**src/rtl/tea_pkg.sv**
```systemverilog
package tea_pkg;

  // Number of bits used for each action code on the request bus.
  localparam int ACT_W = 2;

  // Action codes carried on the request bus.
  typedef enum logic [ACT_W-1:0] {
    ACT_CLR = 2'd0,
    ACT_SET = 2'd1,
    ACT_TOG = 2'd2,
    ACT_PLS = 2'd3
  } tea_act_e;

  // The update that is applied to one event in a cycle.
  typedef enum logic [2:0] {
    SEL_NONE = 3'd0,
    SEL_MSET = 3'd1,
    SEL_MCLR = 3'd2,
    SEL_CLR  = 3'd3,
    SEL_SET  = 3'd4,
    SEL_TOG  = 3'd5,
    SEL_PLS  = 3'd6
  } tea_sel_e;

  // Picks the winning update for one event.
  // Software strobes come first, unless set and clear arrive together.
  // After them, the channel actions are taken in fixed priority order.
  function automatic tea_sel_e tea_pick(input logic mset, input logic mclr,
                                        input logic hclr, input logic hset,
                                        input logic htog, input logic hpls);
    tea_sel_e s;
    if (mset && !mclr)      s = SEL_MSET;
    else if (mclr && !mset) s = SEL_MCLR;
    else if (hclr)          s = SEL_CLR;
    else if (hset)          s = SEL_SET;
    else if (htog)          s = SEL_TOG;
    else if (hpls)          s = SEL_PLS;
    else                    s = SEL_NONE;
    return s;
  endfunction

  // Returns {next event value, next pending-pulse flag}.
  function automatic logic [1:0] tea_apply(input tea_sel_e sel,
                                           input logic cur, input logic pend);
    logic [1:0] r;
    case (sel)
      SEL_MSET: r = 2'b10;
      SEL_MCLR: r = 2'b00;
      SEL_CLR:  r = 2'b00;
      SEL_SET:  r = 2'b10;
      SEL_TOG:  r = {~cur, 1'b0};
      SEL_PLS:  r = 2'b11;
      default:  r = pend ? 2'b00 : {cur, 1'b0};
    endcase
    return r;
  endfunction

endpackage

```
**src/rtl/tea_req_decode.sv**
```systemverilog
module tea_req_decode
  import tea_pkg::*;
#(
  parameter int NUM_CH  = 4,
  parameter int NUM_EV  = 4,
  parameter int IDX_W   = (NUM_EV > 1) ? $clog2(NUM_EV) : 1
) (
  input  logic [NUM_CH-1:0]       req_valid,
  input  logic [NUM_CH*IDX_W-1:0] req_event,
  input  logic [NUM_CH*ACT_W-1:0] req_action,
  output logic [NUM_EV-1:0]       hit_clr,
  output logic [NUM_EV-1:0]       hit_set,
  output logic [NUM_EV-1:0]       hit_tog,
  output logic [NUM_EV-1:0]       hit_pls
);

  // For each event, one flag per action code. A flag is high when any
  // valid channel requests that action on that event.
  for (genvar e = 0; e < NUM_EV; e++) begin : g_ev
    localparam logic [IDX_W-1:0] EIDX = IDX_W'(e);
    logic h_clr, h_set, h_tog, h_pls;

    always_comb begin
      h_clr = 1'b0;
      h_set = 1'b0;
      h_tog = 1'b0;
      h_pls = 1'b0;
      for (int c = 0; c < NUM_CH; c++) begin
        if (req_valid[c] && (req_event[c*IDX_W +: IDX_W] == EIDX)) begin
          case (tea_act_e'(req_action[c*ACT_W +: ACT_W]))
            ACT_CLR: h_clr = 1'b1;
            ACT_SET: h_set = 1'b1;
            ACT_TOG: h_tog = 1'b1;
            default: h_pls = 1'b1;
          endcase
        end
      end
    end

    assign hit_clr[e] = h_clr;
    assign hit_set[e] = h_set;
    assign hit_tog[e] = h_tog;
    assign hit_pls[e] = h_pls;
  end

endmodule

```
**src/rtl/tea_event_cell.sv**
```systemverilog
module tea_event_cell
  import tea_pkg::*;
(
  input  logic clk,
  input  logic rst_n,
  input  logic sw_set,
  input  logic sw_clr,
  input  logic hit_clr,
  input  logic hit_set,
  input  logic hit_tog,
  input  logic hit_pls,
  output logic evt
);

  logic       pend_q;
  logic       evt_q;
  tea_sel_e   sel;
  logic [1:0] nxt;

  // Named wires for the assertions below.
  logic sw_take;     // a single software strobe is present
  logic any_hit;     // some channel targets this event
  logic sw_conflict; // set and clear strobes arrive together

  assign sw_take     = sw_set ^ sw_clr;
  assign sw_conflict = sw_set & sw_clr;
  assign any_hit     = hit_clr | hit_set | hit_tog | hit_pls;

  assign sel = tea_pick(sw_set, sw_clr, hit_clr, hit_set, hit_tog, hit_pls);
  assign nxt = tea_apply(sel, evt_q, pend_q);

  always_ff @(posedge clk or negedge rst_n) begin
    if (!rst_n) begin
      evt_q  <= 1'b0;
      pend_q <= 1'b0;
    end else begin
      evt_q  <= nxt[1];
      pend_q <= nxt[0];
    end
  end

  assign evt = evt_q;

  assert_sw_set_R2: assert property (@(posedge clk) disable iff (!rst_n)
    (sw_set && !sw_clr) |=> evt_q);

  assert_sw_clr_R3: assert property (@(posedge clk) disable iff (!rst_n)
    (sw_clr && !sw_set) |=> !evt_q);

  assert_conflict_clear_R4: assert property (@(posedge clk) disable iff (!rst_n)
    (sw_conflict && hit_clr) |=> !evt_q);

  assert_clear_wins_R6: assert property (@(posedge clk) disable iff (!rst_n)
    (!sw_take && hit_clr) |=> !evt_q);

  assert_set_wins_R6: assert property (@(posedge clk) disable iff (!rst_n)
    (!sw_take && !hit_clr && hit_set) |=> evt_q);

  assert_toggle_R7: assert property (@(posedge clk) disable iff (!rst_n)
    (!sw_take && !hit_clr && !hit_set && hit_tog) |=> (evt_q != $past(evt_q)));

  assert_pulse_high_R8: assert property (@(posedge clk) disable iff (!rst_n)
    (!sw_take && !hit_clr && !hit_set && !hit_tog && hit_pls) |=> evt_q);

  assert_pulse_end_R8: assert property (@(posedge clk) disable iff (!rst_n)
    (pend_q && !sw_take && !any_hit) |=> !evt_q);

  assert_hold_R9: assert property (@(posedge clk) disable iff (!rst_n)
    (!pend_q && !sw_take && !any_hit) |=> $stable(evt_q));

endmodule

```
**src/rtl/tmr_event_arbiter.sv**
```systemverilog
module tmr_event_arbiter
  import tea_pkg::*;
#(
  parameter int NUM_CH = 4,
  parameter int NUM_EV = 4,
  localparam int IDX_W = (NUM_EV > 1) ? $clog2(NUM_EV) : 1
) (
  input  logic                    clk,
  input  logic                    rst_n,
  input  logic [NUM_EV-1:0]       sw_set,
  input  logic [NUM_EV-1:0]       sw_clr,
  input  logic [NUM_CH-1:0]       req_valid,
  input  logic [NUM_CH*IDX_W-1:0] req_event,
  input  logic [NUM_CH*ACT_W-1:0] req_action,
  output logic [NUM_EV-1:0]       evt_out
);

  logic [NUM_EV-1:0] hit_clr, hit_set, hit_tog, hit_pls;

  tea_req_decode #(
    .NUM_CH (NUM_CH),
    .NUM_EV (NUM_EV),
    .IDX_W  (IDX_W)
  ) u_decode (
    .req_valid  (req_valid),
    .req_event  (req_event),
    .req_action (req_action),
    .hit_clr    (hit_clr),
    .hit_set    (hit_set),
    .hit_tog    (hit_tog),
    .hit_pls    (hit_pls)
  );

  for (genvar e = 0; e < NUM_EV; e++) begin : g_cell
    tea_event_cell u_cell (
      .clk     (clk),
      .rst_n   (rst_n),
      .sw_set  (sw_set[e]),
      .sw_clr  (sw_clr[e]),
      .hit_clr (hit_clr[e]),
      .hit_set (hit_set[e]),
      .hit_tog (hit_tog[e]),
      .hit_pls (hit_pls[e]),
      .evt     (evt_out[e])
    );
  end

  always_ff @(posedge clk) begin
    if (!rst_n) begin
      assert_reset_low_R1: assert (evt_out == '0);
    end
  end

endmodule

```
**config.mk**
```make
export PLATFORM = sky130hd
export DESIGN_NAME = tmr_event_arbiter
export DESIGN_NICKNAME = d
export VERILOG_FILES = /design/src/rtl/tea_pkg.sv /design/src/rtl/tea_req_decode.sv /design/src/rtl/tea_event_cell.sv /design/src/rtl/tmr_event_arbiter.sv
export SDC_FILE = /design/constraint.sdc
export NUM_CORES = 1
export LEC_CHECK = 0
export ABC_CLOCK_PERIOD_IN_PS = 1980
export BUFFER_PORTS_ARGS = -buffer_cell sky130_fd_sc_hd__buf_2
export CAP_MARGIN = 20
export CORE_AREA = 2 2 59 61
export CTS_BUF_LIST = sky130_fd_sc_hd__clkbuf_8
export DETAILED_ROUTE_END_ITERATION = 7
export DIE_AREA = 0 0 61 63
export PLACE_DENSITY_LB_ADDON = 0.12
export SLEW_MARGIN = 20
export SYNTH_ARGS = -nofsm -noshare
export SYNTH_HDL_FRONTEND = slang
export SYNTH_SLANG_ARGS = --single-unit
```
**constraint.sdc**
```tcl
create_clock -name clk -period 1.98 [get_ports clk]
set_input_delay 0.396 -clock clk [delete_from_list [all_inputs] [get_ports clk]]
set_output_delay 0.396 -clock clk [all_outputs]
set_load 0.02 [all_outputs]
```
# == Word-level counts from Yosys, hierarchy flattened ==
# Cells that the tools add are included.
# word_totals
reg_bits,8
in_bits,30
out_inout_bits,4
wordCells,260
# classes
eq_ne,44
muxes,148
bitwise,4
n_reduce_logical,56
# ops
operator,count
$mux 1,116
$mux 3,24
$eq 3x3->1 const B,12
$pmux 2 s4,4
$eq 2x2->1 const B,12
$eq 3x2->1 const B,8
$logic_and 1x1->1,24
$reduce_bool 5->1,4
$eq 2x1->1 const B,8
$logic_not 2->1,8
$reduce_or 2->1,8
$eq 3x1->1 const B,4
$reduce_or 3->1,4
$logic_not 1->1,8
$mux 2,4
$not 1->1,4

# == Depth between registers and ports, before layout ==
# Gate-level depths: netlist of run 1.
# logic_depth
depth_word,19
ltp_mapped,6
ltp_nobuf,6

# == Modules after synthesis ==
# A second synthesis of run 1 with hierarchy kept.
# hier_totals
hier_cells,150
area_unflattened_um2,1252.5
# by_module_without_submodules
mod,instances,cells_each,area_per_inst_um2,seq_area_each_um2
tea_event_cell,4,17,158.9,50.0
tea_req_decode,1,82,616.8,0.0

# == Worst setup path before layout of run 1 ==
# Ideal clock, no wire load.
# synth_path
path_type,input-to-reg
from,in req_event[7]
to,reg g_cell[0].u_cell.evt_q
setup_time_ns,0.134
arrival_time_ns,1.485
required_time_ns,1.846
path_slack_ns,0.361
stages,6
path_buffers,0
path_cell_list,or3b_4 o22a_4 nand2_2 o21ai_1 o211ai_1 o221ai_2
# synth_via
elab_chain_len,12
elab_cells_between_ends,22
cone_classes,6 x eq/ne; 11 x mux; 5 x reduce/logical
# synth_rtl
item,line,source
start: declaration,tmr_event_arbiter.sv:13,"input logic [NUM_CH*IDX_W-1:0] req_event,"
$logic_not 2->1 (*),tea_req_decode.sv:29,if (req_valid[c] && (req_event[c*IDX_W +: IDX_W] == EIDX)) begin
$logic_and 1x1->1 (*),tea_req_decode.sv:29,
$mux 1,tea_req_decode.sv:29,
$mux 3,tea_pkg.sv:37,else if (hpls) s = SEL_PLS;
$mux 3,tea_pkg.sv:36,else if (htog) s = SEL_TOG;
$mux 3,tea_pkg.sv:35,else if (hset) s = SEL_SET;
$mux 3 (*),tea_pkg.sv:34,else if (hclr) s = SEL_CLR;
$mux 3 (*),tea_pkg.sv:33,else if (mclr && !mset) s = SEL_MCLR;
$mux 3 (*),tea_pkg.sv:32,if (mset && !mclr) s = SEL_MSET;
$eq 3x1->1 (tied with other cells),tea_pkg.sv:46,case (sel)
$reduce_or 2->1 (no source line),--,
$pmux 2 s4 / $reduce_bool 5->1 (equally long branches),--,
end signal: assignment,tea_event_cell.sv:37,evt_q <= nxt[1];
end: declaration,tea_event_cell.sv:16,logic evt_q;
# Every way passes the cells marked *; elsewhere a longest branch is shown, timed or not.
# A chain may end at the register's enable or synchronous reset.

# == Worst setup path after layout of run 1 ==
# layout_path
from,in req_valid[1]
to,reg g_cell[0].u_cell.pend_q
# layout_via
elab_chain_len,15
elab_cells_between_ends,36
cone_classes,6 x eq/ne; 27 x mux; 3 x reduce/logical
# layout_rtl
item,line,source
start: declaration,tmr_event_arbiter.sv:12,"input logic [NUM_CH-1:0] req_valid,"
$logic_and 1x1->1 (*),tea_req_decode.sv:29,
$mux 1,tea_req_decode.sv:29,
$mux 1,tea_req_decode.sv:30,case (tea_act_e'(req_action[c*ACT_W +: ACT_W]))
$mux 1,tea_req_decode.sv:29,
$mux 1,tea_req_decode.sv:30,
$mux 1,tea_req_decode.sv:29,
$mux 3,tea_pkg.sv:37,
$mux 3,tea_pkg.sv:36,
$mux 3,tea_pkg.sv:35,
$mux 3 (*),tea_pkg.sv:34,
$mux 3 (*),tea_pkg.sv:33,
$mux 3 (*),tea_pkg.sv:32,
$eq 3x1->1 (tied with other cells),tea_pkg.sv:46,
$reduce_or 2->1 (no source line),--,
$pmux 2 s4 (*),tea_pkg.sv:46,
named net g_cell[0].u_cell.nxt[0],tea_event_cell.sv:18,logic [1:0] nxt;
end signal: assignment,tea_event_cell.sv:38,pend_q <= nxt[0];
end: declaration,tea_event_cell.sv:15,logic pend_q;
# The timed path passes the listed nets; every way through them passes the cells marked *.

==> impl_metrics.ini, run 1 <==
[floorplan]
start_util_pct = 33.95
die_w_um = 61
fp.dieArea_mm2 = 0.003843
coreArea_mm2 = 0.003232
pin_count = 34
rows = 21
fp.dieH_um = 63

[clock_tree]
ctsResizeCount = 0
cts_made_buffers = 3
clkLatencyLatePin_ns = 0.23
clock_path_buffers = 2
htree_num_levels = 1
cts.sinks = 8
post_cts_buffers = 0
holdBufCountCts = 0
clockRootBuffer = clkbuf_8
cts_tree = yes
path_clk_slew_ns = 0.04

[final_layout]
final_cells = 221
seq_area_um2 = 200.2
final_util_pct = 41.19
fillers = 355
drive_gt1_share_pct = 28.57
area_growth_pct = 21.32
antenna_cells = 0
multiInputGateArea_um2 = 848.3
nets = 207

[sta]
fin_skew_ns = 0.0001870
tightest_slew_ns = 0.4863
rsz0062_at_grt = no
maxSlewViolCount = 0
finalCritPeriodShare_pct = 82.00
slew_headroom_pct = 67.28
fmax_mhz = 615.9
setup_viol = 0
fin_ws_ns = 0.3565
layout_min_cycle_time_ns = 1.624
setup_tns_ns = 0
hold_viol_final = 0

[synthesis]
synth_top_area_share_pct = 18.24
synth_top_cell_by_area = dfrtp_1
ys_types = 39
ys.flop_type = dfrtp_1
synthArstFlopShare_pct = 100.0
syn-num-nets = 173
ys_seq_elements = 8
synth_most_common_cell = nor3_1
synthTopCellsByCount = 17 x nor3_1, 16 x o22ai_1, 11 x nand2_1, 11 x nor2_1
syn_area_mm2 = 0.001097
synthTopCellsByArea = dfrtp_1 18%, o22ai_1 9.1%, nor3_1 7.8%
avgSynthCellArea_um2 = 7.673
yosysSeqAreaShare_pct = 18.24
synth-edff-count = 0
ys_warn_count = 0
netlist_instances = 143

[placed_design]
hpwlAfterDp_um = 2643
preCtsSetupSlack_ns = 0.09040
gp_congestion = 0.8845
dp_cells = 218
io_buffers = 33

[run]
drv_cap = 0

[drt]
wirelength_um = 3190
drt-initial-drc-count = 65
detail-route-antenna-nets = 0
vias = 1278
wl_per_cell_um = 14.43
dr.pass1.iters = 4
viasPerCell = 5.783
detail_route.drc_violations = 0

[critical_path]
worstSetupStartpointType = input pin
worst-endpoint-arrival_ns = 1.72
critPathKind = input pin to register
path_max_fanout = 4
endpoint_kind = register
cp.required_ns = 2.08

[grt]
grt_pass1_wl_um = 5002
antenna_found_initial = 0
overflow = 0
grtUsageTotal_pct = 17.10
grt_max_degree = 9
grt_pass1_vias = 1155

[power_and_ir_drop]
power_per_cell_area_mw_per_mm2 = 515.3
ir_worst_vdd_v = 0.0003155
p_leak_nw = 0.5372
power.total_mw = 0.6860

[worst_hold_path]
hold_class = input pin to async pin

[status]
status = completed
[state kept, by name, summed over array words and instances, names as in the netlist]
signal	flops
g_cell.u_cell.pend_q	4
g_cell.u_cell.evt	4
[worst max-delay path, cell delays in order]
cell	delay (ns)
buf_2	0.12
or3b_4	0.25
nor3_1	0.05
nor4_1	0.47
nand2_1	0.17
nor4_1	0.27
[power by group]
part / internal [mW] / switching (mW) / total [mW] / leakage [nW]
Clock: 0.132 / 0.0623 / 0.194 / 0.0216
Combinational: 0.128 / 0.167 / 0.295 / 0.415
Sequential: 0.183 / 0.0147 / 0.198 / 0.100
Total: 0.442 / 0.244 / 0.686 / 0.537
[path summary, 6_finish.rpt]
kind | slack [ns] | depth (start not counted) | start | end
worst min register to register | 0.70 | 3 | g_cell[1].u_cell.pend_q | g_cell[1].u_cell.evt
min in group clk | 0.45 | 2 | sw_clr[0] | g_cell[0].u_cell.evt
worst max register to register | 0.74 | 6 | g_cell[3].u_cell.evt | g_cell[3].u_cell.evt
max in group asynchronous | 1.79 | 1 | rst_n | g_cell[0].u_cell.evt
worst min-delay path | 0.007 | 1 | rst_n | g_cell[3].u_cell.evt
worst max-delay path | 0.36 | 6 | req_valid[1] | g_cell[0].u_cell.pend_q
[final cells by class]
cell class | count | share of cell area, %
Sequential cell | 8 | 15.04
Inverter | 5 | 1.410
Multi-Input combinational cell | 126 | 63.72
Tap cell | 46 | 4.323
Clock buffer | 3 | 3.101
Timing Repair Buffer | 33 | 12.41
[through the flow]
stage | instance area [um2] | hold slack, ns
2_1_floorplan | 1097 | 0.1004
3_3_place_gp | 1290 | 0.2524
3_5_place_dp | 1290 | 0.2559
4_1_cts | 1331 | 0.01001
5_1_grt | 1331 | 0.01259
6_report | 1331 | 0.007082
[kinds of logic after synthesis]
logic type / after synthesis / share of synthesized area (%)
and+or+nand+nor: 70 / 36.15
AOI/OAI and AO/OA: 50 / 35.58
buffers and inverters: 9 / 4.447
DFF: 8 / 18.24
xor gates and xnor gates: 4 / 3.192
muxes: 1 / 1.368
adders and majority gates: 1 / 1.026
[cells in the final DEF (no fill, tap or decap), types with 2 or more instances in the layout]
| cell | netlist | layout |
|---|---|---|
| buf_2 | 0 | 33 |
| o22ai_1 | 16 | 16 |
| o211ai_1 | 5 | 5 |
| dfrtp_1 | 8 | 8 |
| or3b_4 | 3 | 3 |
| nand3_1 | 4 | 4 |
| xor2_1 | 4 | 4 |
| nor2_1 | 11 | 11 |
| nor3_1 | 17 | 17 |
| a21oi_1 | 5 | 5 |
| o32ai_1 | 5 | 5 |
| o21ai_1 | 2 | 2 |
| clkbuf_8 | 0 | 3 |
| nand2b_1 | 8 | 8 |
| nand3b_1 | 8 | 8 |
| inv_1 | 5 | 5 |
| nor4_1 | 2 | 2 |
| o22a_1 | 4 | 4 |
| nand2_1 | 11 | 11 |
[routing by layer]
layer | wire length [um] | GRT usage [%] | up-vias | share of wire (%)
met2 | 1677 | 30.51 | 34 | 53
met3 | 151 | 3.934 | 2 | 4.7
met4 | 14 | 2.446 | 0 | 0.44
met5 | 0 | 0 | - | 0
met1 | 1346 | 20.68 | 607 | 42
li1 | - | - | 635 | -
No activity file was read; power rests on OpenSTA's default activity.
==> run 2: changes to the inputs <==
--- a/config.mk
+++ b/config.mk
@@ -5,7 +5,7 @@
 export SDC_FILE = /design/constraint.sdc
 export NUM_CORES = 1
 export LEC_CHECK = 0
-export ABC_CLOCK_PERIOD_IN_PS = 1980
+export ABC_CLOCK_PERIOD_IN_PS = 1400
 export BUFFER_PORTS_ARGS = -buffer_cell sky130_fd_sc_hd__buf_2
 export CAP_MARGIN = 20
 export CORE_AREA = 2 2 59 61
==> constraint.sdc (replaced) <==
create_clock -name clk -period 1.4 [get_ports clk]
set_input_delay 0.28 -clock clk [delete_from_list [all_inputs] [get_ports clk]]
set_output_delay 0.28 -clock clk [all_outputs]
set_load 0.02 [all_outputs]
==> impl_metrics.ini, run 2 (synthesis gave the netlist of run 1 again) <==
[final_layout]
antenna_cells = 0
fillers = 344
seq_area_um2 = 200.2
final_common_cell = buf_4
nets = 241
drive_gt1_share_pct = 45.45
final_cell_mix = 33 x buf_4, 29 x buf_2, 14 x o22ai_1, 14 x nor3_1, 11 x nand2_1
area_growth_pct = 56.33
multiInputGateArea_um2 = 945.9
final_cells = 255

[clock_tree]
clock_path_buffers = 2
cts_tree = yes
clockRootBuffer = clkbuf_8
htree_num_levels = 1
path_clk_slew_ns = 0.04
cts_made_buffers = 3
clkLatencyLatePin_ns = 0.23
cts.sinks = 8

[run]
drv_cap = 0

[sta]
fin_ws_ns = -0.05567
tightest_slew_ns = 0.3400
hold_viol_final = 0
slew_headroom_pct = 77.26
setup_viol = 4
layout_min_cycle_time_ns = 1.456
maxSlewViolCount = 0
fmax_mhz = 687.0
finalCritPeriodShare_pct = 104.0
fin_skew_ns = 0.00006342
rsz0062_at_grt = yes

[floorplan]
rows = 21
fp.dieH_um = 63
fp.dieArea_mm2 = 0.003843
start_util_pct = 33.95
coreArea_mm2 = 0.003232
pin_count = 34
die_w_um = 61

[grt]
overflow = 0
antenna_found_initial = 0
grtUsageTotal_pct = 20.11
grt_max_degree = 9
grt_pass1_vias = 1414
grt_pass1_wl_um = 5913

[drt]
viasPerCell = 5.510
vias = 1405
detail_route.drc_violations = 0
wl_per_cell_um = 15.01
drt-initial-drc-count = 36
wirelength_um = 3828
detail-route-antenna-nets = 0
dr.pass1.iters = 4

[critical_path]
cp.required_ns = 1.50
worstSetupStartpointType = input pin
critPathKind = input pin to register
endpoint_kind = register
crit_chain = buf_8 > buf_4 > or3b_4 > nor3_1 > nor4_1 > buf_4 > a21oi_1 > o221ai_2
path_max_fanout = 4
slowest_delay_ns = 0.41
cpMostUsedCell = buf_4
slowest_stage = or3b_4
worst-endpoint-arrival_ns = 1.55

[placed_design]
hpwlAfterDp_um = 2973
io_buffers = 33
dp_cells = 245
gp_congestion = 0.8604

[power_and_ir_drop]
ir_worst_vdd_v = 0.0004854
power_per_cell_area_mw_per_mm2 = 630.1
p_leak_nw = 0.7347
power.total_mw = 1.081

[worst_hold_path]
hold_class = input pin to register

[status]
violations = negative setup slack
status = finished, violations left
## run 2: layout make-up
type                       instances  share of cell area, %
timing repair buffer              67                  26.33
multi-input combinational        126                  55.14
clock buffer                       3                  2.407
sequential                         8                  11.67
inverter                           5                  1.094
tap                               46                  3.355
## run 2: critical path, delay by kind of cell
kind,cells,cell delay (ns)
buffers and inverters,3,0.36
AOI/OAI and AO/OA,2,0.27
and+or+nand+nor,3,0.64
## run 2: stage by stage
step / cell area (um2) / setup WS [ns] / hold WS, ns / setup TNS, ns / util (%)
6_report: 1715 / -0.05567 / 0.3247 / -0.1542 / 53.08
4_1_cts: 1650 / -0.06961 / 0.3255 / -0.06961 / 51.06
3_5_place_dp: 1503 / -0.3450 / 0.1347 / -1.673 / 46.50
5_1_grt: 1715 / -0.1453 / 0.3402 / -0.4852 / 53.08
3_3_place_gp: 1503 / -0.2930 / 0.1340 / -1.417 / 46.50
2_1_floorplan: 1107 / -0.1034 / -0.01559 / -0.1034 / -
## run 2: path summary, 6_finish.rpt
check / from / endpoint / slack, ns / cells after the start
setup / recovery: req_action[0] / g_cell[0].u_cell.evt / -0.06 / 8
max in group asynchronous: rst_n / g_cell[2].u_cell.evt / 0.78 / 2
hold reg to reg: g_cell[1].u_cell.pend_q / g_cell[1].u_cell.evt / 0.73 / 3
min in group asynchronous: rst_n / g_cell[3].u_cell.evt / 0.45 / 2
setup reg to reg: g_cell[3].u_cell.evt / g_cell[3].u_cell.evt / 0.15 / 6
hold / removal: sw_clr[0] / g_cell[0].u_cell.evt / 0.32 / 2
## run 2: report_power, final
group          switching (mW)  internal [mW]
Sequential             0.0222          0.259
Combinational           0.268          0.259
Clock                  0.0867          0.186
## run 2: timing repair
action	in CTS	in global routing
pin swaps	15	10
setup buffers	3	3
hold buffers	1	0
endpoints found under the hold margin	8	0
setup endpoints to repair	4	7
gates resized for setup	13	7
## run 2: layer usage
layer	part of all wire, %	wire [um]	global-route usage [%]	up-vias
met3	2.9	111	4.969	10
met4	3.0	115	7.065	0
met1	41	1575	22.43	670
li1	-	-	-	700
met5	0	0	0	-
met2	53	2026	35.62	25
==> run 3: changes to the inputs <==
--- a/config.mk
+++ b/config.mk
@@ -13,6 +13,7 @@
 export DETAILED_ROUTE_END_ITERATION = 7
 export DIE_AREA = 0 0 61 63
 export PLACE_DENSITY_LB_ADDON = 0.12
+export RECOVER_POWER = 100
 export SLEW_MARGIN = 20
 export SYNTH_ARGS = -nofsm -noshare
 export SYNTH_HDL_FRONTEND = slang
==> impl_metrics.ini, run 3 (synthesis gave the netlist of run 1 again) <==
[grt]
overflow = 0
grt_pass1_vias = 1414
antenna_found_initial = 0
grt_pass1_wl_um = 5913
grt_max_degree = 9
grtUsageTotal_pct = 20.11

[critical_path]
cpMostUsedCell = buf_4
path_depth = 8
critPathKind = input pin to register
cp.required_ns = 1.50
endpoint_kind = register
worst-endpoint-arrival_ns = 1.57
crit_chain = buf_8 > buf_4 > or3b_4 > nor3_1 > nor4_1 > buf_4 > a21oi_1 > o221ai_2
slowest_delay_ns = 0.41
worstSetupStartpointType = input pin
slowest_stage = or3b_4
crit_family = simple AND/OR/NAND/NOR gates
startpoint = req_action[0]
r2r.worst_path.cells = 6
path_buf_inv = 3
ff2ff_setup_slack_ns = 0.15
r2r_start = g_cell[3].u_cell.evt
path_max_fanout = 4

[drt]
wirelength_um = 3853
detail_route.drc_violations = 0
drt-initial-drc-count = 43
wl_per_cell_um = 15.11
detail-route-antenna-nets = 0
dr.pass1.iters = 4
viasPerCell = 5.478
vias = 1397

[clock_tree]
cts_tree = yes
clkLatencyLatePin_ns = 0.23
cts.sinks = 8
path_clk_slew_ns = 0.04
clock_path_buffers = 2
clockRootBuffer = clkbuf_8
htree_num_levels = 1
cts_made_buffers = 3

[sta]
finalCritPeriodShare_pct = 104.8
rsz0062_at_grt = yes
layout_min_cycle_time_ns = 1.467
fmax_mhz = 681.8
setup_viol = 4
hold-worst-slack_ns = 0.3232
slew_headroom_pct = 69.08
fin_ws_ns = -0.06680
maxSlewViolCount = 0
hold_viol_final = 0
fin_skew_ns = 0.00003028
tightest_slew_ns = 0.4639

[final_layout]
drive_gt1_share_pct = 42.58
final_common_cell = buf_4
area_growth_pct = 55.30
fillers = 344
antenna_cells = 0
nets = 241
seq_area_um2 = 200.2
final_cell_mix = 33 x buf_4, 24 x buf_2, 15 x nor3_1, 14 x o22ai_1, 11 x nand2_1
finalInstanceArea_mm2 = 0.001704
multiInputGateArea_um2 = 940.9

[floorplan]
rows = 21
fp.dieH_um = 63
start_util_pct = 33.95
pin_count = 34
die_w_um = 61
fp.dieArea_mm2 = 0.003843
coreArea_mm2 = 0.003232

[status]
violations = negative setup slack
status = finished, violations left

[power_and_ir_drop]
p_leak_nw = 0.7207
ir_worst_vdd_v = 0.0004878
power_per_cell_area_mw_per_mm2 = 631.8

[placed_design]
gp_congestion = 0.8604
io_buffers = 33
placed_cell_area_mm2 = 0.001503
hpwlAfterDp_um = 2973

[worst_hold_path]
hp-start = sw_clr[0]
hold_class = input pin to register
min_delay_path_depth = 2

[run]
drv_cap = 0
## run 3: cell count changes in the layout (fill, tap and decap cells not counted)
cell / change
buf_2: -5
clkbuf_1: +5
nor3_1: +1
nor3_2: -1
## run 3: metal layers
layer / up-vias / wire length, um / GRT usage [%]
met2: 36 / 2019 / 35.62
met4: 0 / 115 / 7.065
li1: 698 / - / -
met5: - / 0 / 0
met1: 653 / 1555 / 22.43
met3: 10 / 163 / 4.969
## run 3: report_power, final
group	switching, mW	total [mW]	internal (mW)
Clock	0.0891	0.275	0.186
Sequential	0.0228	0.281	0.259
Combinational	0.268	0.520	0.252
## run 3: final timing paths
| check | endpoint |
|---|---|
| worst min-delay path | g_cell[0].u_cell.evt |
| worst min register to register | g_cell[1].u_cell.evt |
| min in group asynchronous | g_cell[1].u_cell.pend_q |
| worst max register to register | g_cell[3].u_cell.evt |
| worst max-delay path | g_cell[0].u_cell.evt |
| max in group asynchronous | g_cell[2].u_cell.evt |
## run 3: repair_timing
item / CTS / global route
hold endpoints to repair: 8 / 0
pin swaps: 15 / 10
resized for setup: 13 / 7
hold buffers: 1 / 0
endpoints found under the setup margin: 4 / 7
setup buffers: 3 / 3
## run 3: stage by stage
step,cells,utilization [%],setup slack (ns),power (mW),setup TNS [ns]
after CTS,252,51.06,-0.06961,1.073,-0.06961
after detailed placement,245,46.50,-0.3450,0.7549,-1.673
final,255,52.73,-0.06680,1.077,-0.1670
after global placement,245,46.50,-0.2930,0.7369,-1.417
after global routing,255,52.73,-0.1453,1.154,-0.4977
after floorplan,143,-,-0.1034,0.5791,-0.1034
## run 3: layout make-up
type / count / share of cell area [%]
timing repair buffer: 67 / 26.14
tap: 46 / 3.377
multi-input combinational: 126 / 55.21
inverter: 5 / 1.101
clock buffer: 3 / 2.423
sequential: 8 / 11.75
